--- config.mk ---
export PLATFORM = sky130hd
export DESIGN_NAME = timebase64
export DESIGN_NICKNAME = d
export VERILOG_FILES = /design/src/rtl/timebase64_pkg.sv /design/src/rtl/timebase64_counter.sv /design/src/rtl/timebase64_regs.sv /design/src/rtl/timebase64.sv
export SDC_FILE = /design/constraint.sdc
export NUM_CORES = 1
export LEC_CHECK = 0
export CAP_MARGIN = 20
export CORE_ASPECT_RATIO = 1.25
export CORE_MARGIN = 5
export CORE_UTILIZATION = 45
export DETAILED_ROUTE_END_ITERATION = 7
export DONT_BUFFER_PORTS = 1
export SLEW_MARGIN = 5
export SYNTH_ARGS = -nofsm -noshare
export SYNTH_HDL_FRONTEND = slang
export SYNTH_SLANG_ARGS = --single-unit
export TNS_END_PERCENT = 100
--- constraint.sdc ---
create_clock -name clk -period 2.15 [get_ports clk]
set_input_delay 0.43 -clock clk [delete_from_list [all_inputs] [get_ports clk]]
set_output_delay 0.43 -clock clk [all_outputs]
set_load 0.005 [all_outputs]
--- src/rtl/timebase64_pkg.sv ---
package timebase64_pkg;
    typedef enum logic [1:0] {
        ADDR_LO   = 2'd0,
        ADDR_HI   = 2'd1,
        ADDR_CTL  = 2'd2,
        ADDR_NONE = 2'd3
    } tb_addr_e;

    localparam int CMD_CLEAR_BIT = 0;
    localparam int CMD_LATCH_BIT = 1;
endpackage

--- src/rtl/timebase64_counter.sv ---
module timebase64_counter #(
    parameter int              CNT_W       = 64,
    parameter logic [CNT_W-1:0] RESET_COUNT = '0
) (
    input  logic             clk,
    input  logic             rst_n,
    output logic [CNT_W-1:0] count_o
);
    logic [CNT_W-1:0] cnt_d, cnt_q;

    always_comb begin
        cnt_d = cnt_q + CNT_W'(1);
    end

    always_ff @(posedge clk or negedge rst_n) begin
        if (!rst_n) cnt_q <= RESET_COUNT;
        else        cnt_q <= cnt_d;
    end

    assign count_o = cnt_q;
endmodule

--- src/rtl/timebase64_regs.sv ---
module timebase64_regs
    import timebase64_pkg::*;
#(
    parameter int WORD_W = 32,
    localparam int CNT_W = 2 * WORD_W
) (
    input  logic              clk,
    input  logic              rst_n,
    input  logic              wr_i,
    input  logic [1:0]        addr_i,
    input  logic [WORD_W-1:0] wdata_i,
    input  logic [CNT_W-1:0]  count_i,
    output logic [WORD_W-1:0] rdata_o,
    output logic [WORD_W-1:0] lo_o,
    output logic [WORD_W-1:0] hi_o,
    output logic [WORD_W-1:0] ctl_o
);
    typedef struct packed {
        logic [WORD_W-1:0] lo;
        logic [WORD_W-1:0] hi;
        logic [WORD_W-1:0] ctl;
    } regs_t;

    regs_t    regs_d, regs_q;
    tb_addr_e addr_w;

    assign addr_w = tb_addr_e'(addr_i);

    always_comb begin
        regs_d = regs_q;
        if (wr_i) begin
            case (addr_w)
                ADDR_LO:  regs_d.lo = wdata_i;
                ADDR_HI:  regs_d.hi = wdata_i;
                ADDR_CTL: begin
                    regs_d.ctl                = wdata_i;
                    regs_d.ctl[CMD_CLEAR_BIT] = 1'b0;
                    regs_d.ctl[CMD_LATCH_BIT] = 1'b0;
                    // snapshot first, clear second
                    if (wdata_i[CMD_LATCH_BIT]) begin
                        regs_d.lo = count_i[WORD_W-1:0];
                        regs_d.hi = count_i[CNT_W-1:WORD_W];
                    end
                    if (wdata_i[CMD_CLEAR_BIT]) begin
                        regs_d.lo = '0;
                        regs_d.hi = '0;
                    end
                end
                default: ;
            endcase
        end
    end

    always_ff @(posedge clk or negedge rst_n) begin
        if (!rst_n) regs_q <= '0;
        else        regs_q <= regs_d;
    end

    always_comb begin
        case (addr_w)
            ADDR_LO:  rdata_o = regs_q.lo;
            ADDR_HI:  rdata_o = regs_q.hi;
            ADDR_CTL: rdata_o = regs_q.ctl;
            default:  rdata_o = '0;
        endcase
    end

    assign lo_o  = regs_q.lo;
    assign hi_o  = regs_q.hi;
    assign ctl_o = regs_q.ctl;
endmodule

--- src/rtl/timebase64.sv ---
module timebase64 #(
    parameter int                  WORD_W      = 32,
    parameter logic [2*WORD_W-1:0] RESET_COUNT = '0
) (
    input  logic              clk,
    input  logic              rst_n,
    input  logic              reg_wr,
    input  logic [1:0]        reg_addr,
    input  logic [WORD_W-1:0] reg_wdata,
    output logic [WORD_W-1:0] reg_rdata
);
    localparam int CNT_W = 2 * WORD_W;

    logic [CNT_W-1:0]  count_w;
    logic [WORD_W-1:0] lo_w, hi_w, ctl_w;

    timebase64_counter #(
        .CNT_W      (CNT_W),
        .RESET_COUNT(RESET_COUNT)
    ) u_counter (
        .clk    (clk),
        .rst_n  (rst_n),
        .count_o(count_w)
    );

    timebase64_regs #(
        .WORD_W(WORD_W)
    ) u_regs (
        .clk    (clk),
        .rst_n  (rst_n),
        .wr_i   (reg_wr),
        .addr_i (reg_addr),
        .wdata_i(reg_wdata),
        .count_i(count_w),
        .rdata_o(reg_rdata),
        .lo_o   (lo_w),
        .hi_o   (hi_w),
        .ctl_o  (ctl_w)
    );
endmodule

# Yosys cells after proc, flatten, opt, wreduce, memory -nomap -nowiden
# Index checks and enable logic that the tools add are counted.
dict set report classes {
  bitwise_logic 0
  mul 0
  div 0
  order_cmp 0
  reduce_logical 6
  n_addsub 1
  shift 0
  mux 5
  eq_ne 3
}
# op count
set op_table {}
lappend op_table {{$mux W64} 2}
lappend op_table {{$pmux W32 S2} 2}
lappend op_table {{$pmux W32 S3} 1}
lappend op_table {{$add A64 B1 Y64 const B} 1}
lappend op_table {{$reduce_and A3 Y1} 2}
lappend op_table {{$reduce_bool A2 Y1} 2}
lappend op_table {{$ne A3 B3 Y1 const B} 1}
lappend op_table {{$eq A2 B1 Y1 const B} 1}
lappend op_table {{$eq A2 B2 Y1 const B} 1}
lappend op_table {{$logic_not A2 Y1} 1}
lappend op_table {{$reduce_and A2 Y1} 1}
dict set report word_totals {
  reg_bits 158
  mem_bits_ro 0
  out_inout_bits 32
  latchBits 0
  ram_bits 0
  inputBits 37
  n_memories 0
  wordCells 19
}

# Depth between registers and ports, before layout
dict set report depth {
  ltp_word 3
  depth_mapped 7
  ltp_nobuf 6
}

# By module
# Synthesis repeated with hierarchy kept, for this count alone.
dict set report hier_totals {
  cells_unflattened 702
  area_unflattened_um2 7827.5
}
# module seq_area_each_um2 cells_per_inst area_per_inst_um2 instances
set modules_own_cells {}
lappend modules_own_cells {timebase64_regs 2352.3 429 4832.1 1}
lappend modules_own_cells {timebase64_counter 1601.5 273 2995.4 1}

# Worst setup path after synthesis
# No wires, ideal clock.
dict set report synth_path {
  kind {input-to-output}
  from {input reg_addr[0]}
  to {output reg_rdata[10]}
  t_required_ps 1720
  cell_stages 4
  arrival_ps 1479
  setup_slack_ps 241
  cell_sequence {clkbuf_1 -> clkbuf_1 -> mux2i_1 -> o21ai_0}
}
dict set report synth_between {
  elab_chain_cells 2
  word_cells_on_any_way 4
}
# element line_no
set synth_lines {}
lappend synth_lines {{start, declared} timebase64.sv:8} ;# input logic [1:0] reg_addr,
lappend synth_lines {{$eq A2 B2 Y1 (tied with other cells)} timebase64_regs.sv:60} ;# case (addr_w)
lappend synth_lines {{$pmux W32 S3 *} timebase64_regs.sv:60}
lappend synth_lines {{end, declared} timebase64.sv:10} ;# output logic [WORD_W-1:0] reg_rdata
# Every way passes the cells marked *; elsewhere a longest branch is shown, timed or not.

# Final worst setup path
dict set report layout_path {
  from {register u_counter.cnt_q[0] (netlist: u_counter.count_o[0])}
  to {register u_counter.cnt_q[34] (netlist: u_counter.count_o[34])}
}
dict set report layout_between {
  elab_chain_cells 1
}
# element line_no
set layout_lines {}
lappend layout_lines {{start, declared} timebase64_counter.sv:9} ;# logic [CNT_W-1:0] cnt_d, cnt_q;
lappend layout_lines {{start signal, assigned} timebase64_counter.sv:17} ;# else cnt_q <= cnt_d;
lappend layout_lines {{$add A64 B1 Y64} timebase64_counter.sv:12} ;# cnt_d = cnt_q + CNT_W'(1);
lappend layout_lines {{named net u_counter.cnt_d[34]} timebase64_counter.sv:9}
# The timed path passes the listed nets, and every way through them passes these cells.
# A chain may end at the register's enable or synchronous reset.

==> reports/results.txt <==
Endpoints failing setup: 0
Placed cell area: 7920 um2
IO Port Bufs: 0
Final worst slack: 0.166 ns
Vias in the first global route: 5584
Critical Path Start Type: flop
RSZ-0062 raised after global routing: no
P_leak: 3.86 nW
Reg2reg path depth: 6
CP max-delay cell: dfrtp_1
Area leader, netlist: dfrtp_1
# DRC: 0
Core Rows: 53
Synth cell count leaders: 158 x dfrtp_1, 115 x nand2_1, 95 x o21ai_0
Post-synthesis register bit count: 158
Top post-synthesis cells by area: dfrtp_1 52%, o21ai_0 6.3%, a22oi_1 6.1%, nand2_1 5.7%, mux2_2 4.4%
Hold Crit Class: in -> async
TritonCTS buffer count: 17
Final hold vios: 158
Initial antenna violation count: 0
Worst path required time: 2.50 ns
Die W: 126 um
Overall routed net length: 19.3 mm
Clock Latency Late Sink: 0.43 ns
Comb pwr share: 8.3%
Syn Std Cell Area: 7590 um2
Slew margin rel.: 68.8%
Cell count after synthesis: 740
Clock sink count: 158
CORE AREA: 16700 um2
Crit Path Max Fanout: 6
Synth top area share: 52.1%
Worst-case clock buffer depth: 2
Failing checks: negative hold slack
Clock-pin slew on the worst setup and hold paths: 0.07 ns
Synth Flop Type: dfrtp_1
Crit-path cells: ha_1 > nand4_4 > nor3_4 > and3_2 > nor4b_4 > xor2_1
Detailed-route via count: 5565
Share of cells above drive strength 1: 14.7%
Syn_nets: 778
Pre-CTS setup slack: 0.00648 ns
Die Ht: 155 um
Setup Crit Path Kind: reg -> reg
Global-route wire length before repair: 31.5 mm
Family with the most delay on the worst path: simple AND/OR/NAND/NOR gates
Syn Area/Cell: 10.3 um2
R2R setup slack: 0.17 ns
Full die area: 19600 um2
WHS: -0.300 ns
Min Tclk post-route: 1.98 ns
Maximum clock frequency: 504 MHz
Area growth syn-to-layout: 12.5%
Worst-margin pin slew: 0.464 ns
Antenna cells: 0
Switching share of power: 23.8%
VDD IR max: 0.507 mV
Root buf cell: clkbuf_16
Critical path buffer and inverter count: 0
Final Slew Violations: 0
Total Routing Usage GR: 20.5%
Status: finished with violations
Post-synth EDFFs: 0
Post-DR wirelength/cell: 19.7 um
Grt ovf: 0
Largest net degree at the start of global routing: 159
Vias per cell: 5.70
CP peak stage delay: 0.43 ns
Most frequent cell after synthesis: dfrtp_1
Final Skew: 0.0112 ns
P_int: 0.00540 W
Final ANT Viol Nets: 0
Clock share of power: 43.6%
CTS tree: done
RR Endpoint: u_counter.count_o[34]
Io pins: 69
Nature of the critical path endpoint: flop
Seq pwr share: 48.0%
Final worst-path cycle share: 92.3%
Critical R2R Launch: u_counter.count_o[0]
Routability cong.: 0.836
Crit path DAT: 2.34 ns
Nets: 782
Starting Density: 45.4%
Switching Power: 0.00169 W
Register area share after synthesis: 52.1%
PD cells: 830 nW/um2
Design area: 8550 um2
DP Wirelength: 13.6 mm
Htree depth: 4
Unique masters post-synth: 39
YS warnings: 0
Max_cap viols: 0
Drt initial violations: 502
First drt pass iteration count: 6
Post-synth ARST share: 100%
registers in the layout, indices dropped and copies added, names as in the netlist:
name,count
u_counter.count_o,64
u_regs.hi_o,32
u_regs.lo_o,32
u_regs.ctl_o,30
how the worst max path moves through the flow:
stage / start / endpoint / slack, ns / depth (start not counted)
3_5_place_dp: u_counter.count_o[33] / u_counter.count_o[56] / 0.006 / 5
4_1_cts: u_counter.count_o[0] / u_counter.count_o[34] / 0.002 / 6
5_1_grt: u_counter.count_o[0] / u_counter.count_o[60] / 0.01 / 7
2_1_floorplan: reg_addr[0] / reg_rdata[10] / 0.24 / 4
3_3_place_gp: u_counter.count_o[12] / u_counter.count_o[56] / -0.02 / 5
6_report: u_counter.count_o[0] / u_counter.count_o[34] / 0.17 / 6
timing repair:
item / in CTS / in global routing
hold endpoints to repair: 158 / 158
buffers inserted: 0 / 1
setup endpoints to repair: 1 / 14
pin swaps: 0 / 1
resized for setup: 1 / 2
area by class of cell:
class / count / area, um2
inverters: 12 / 45.0
repair buffers: 26 / 220
clock inverters: 14 / 166
well taps: 220 / 275
clock buffers: 18 / 439
multi-input cells: 529 / 3450
fillers: 1537 / 8170
flip-flops and latches: 158 / 3950
cell families after synthesis:
logic type                 share of synthesized area (%)
buffers and inverters                               2.88
AOI/OAI and AO/OA                                   12.5
adders and majority gates                          0.165
xor gates and xnor gates                            7.15
and+or+nand+nor                                     16.5
muxes                                               8.67
DFF                                                 52.1
per-layer routing:
layer	global-route usage [%]	vias to the layer above	wire [um]
li1	-	2635	-
met1	28.4	2776	8730
met2	33.0	136	9550
met3	4.36	18	804
met4	5.37	0	188
met5	0	-	0
power groups by stage:
| stage | registers [W] | logic, W | clock network, W |
|---|---|---|---|
| after CTS | 0.00341 | 0.000601 | 0.00316 |
| after global routing | 0.00344 | 0.000679 | 0.00330 |
| final | 0.00341 | 0.000589 | 0.00309 |
| after global placement | 0.00344 | 0.000579 | 0 |
| after floorplan | 0.00342 | 0.000491 | 0 |
| after detailed placement | 0.00346 | 0.000599 | 0 |
through the flow:
step	TNS (ns)	hold slack (ns)	power [W]	cells	utilization, %
2_1_floorplan	0	0.134	0.00391	740	-
3_3_place_gp	-0.0193	0.143	0.00402	944	47.4
3_5_place_dp	0	0.142	0.00406	944	47.4
4_1_cts	0	-0.323	0.00717	976	51.0
5_1_grt	0	-0.323	0.00742	977	51.1
6_report	0	-0.300	0.00709	977	51.1
layout by cell type, fill, tap and decap left out, types with 10 or more instances in the layout:
cell type	n
a22oi_1	62
buf_4	24
clkbuf_16	17
dfrtp_1	158
inv_1	12
mux2_2	30
mux2i_1	32
nand2_1	114
nand3_1	29
nand4_1	21
nor2_1	28
nor3_1	10
o21ai_0	95
xnor2_1	28
xor2_1	34
Power figures use the tool's default switching activity.
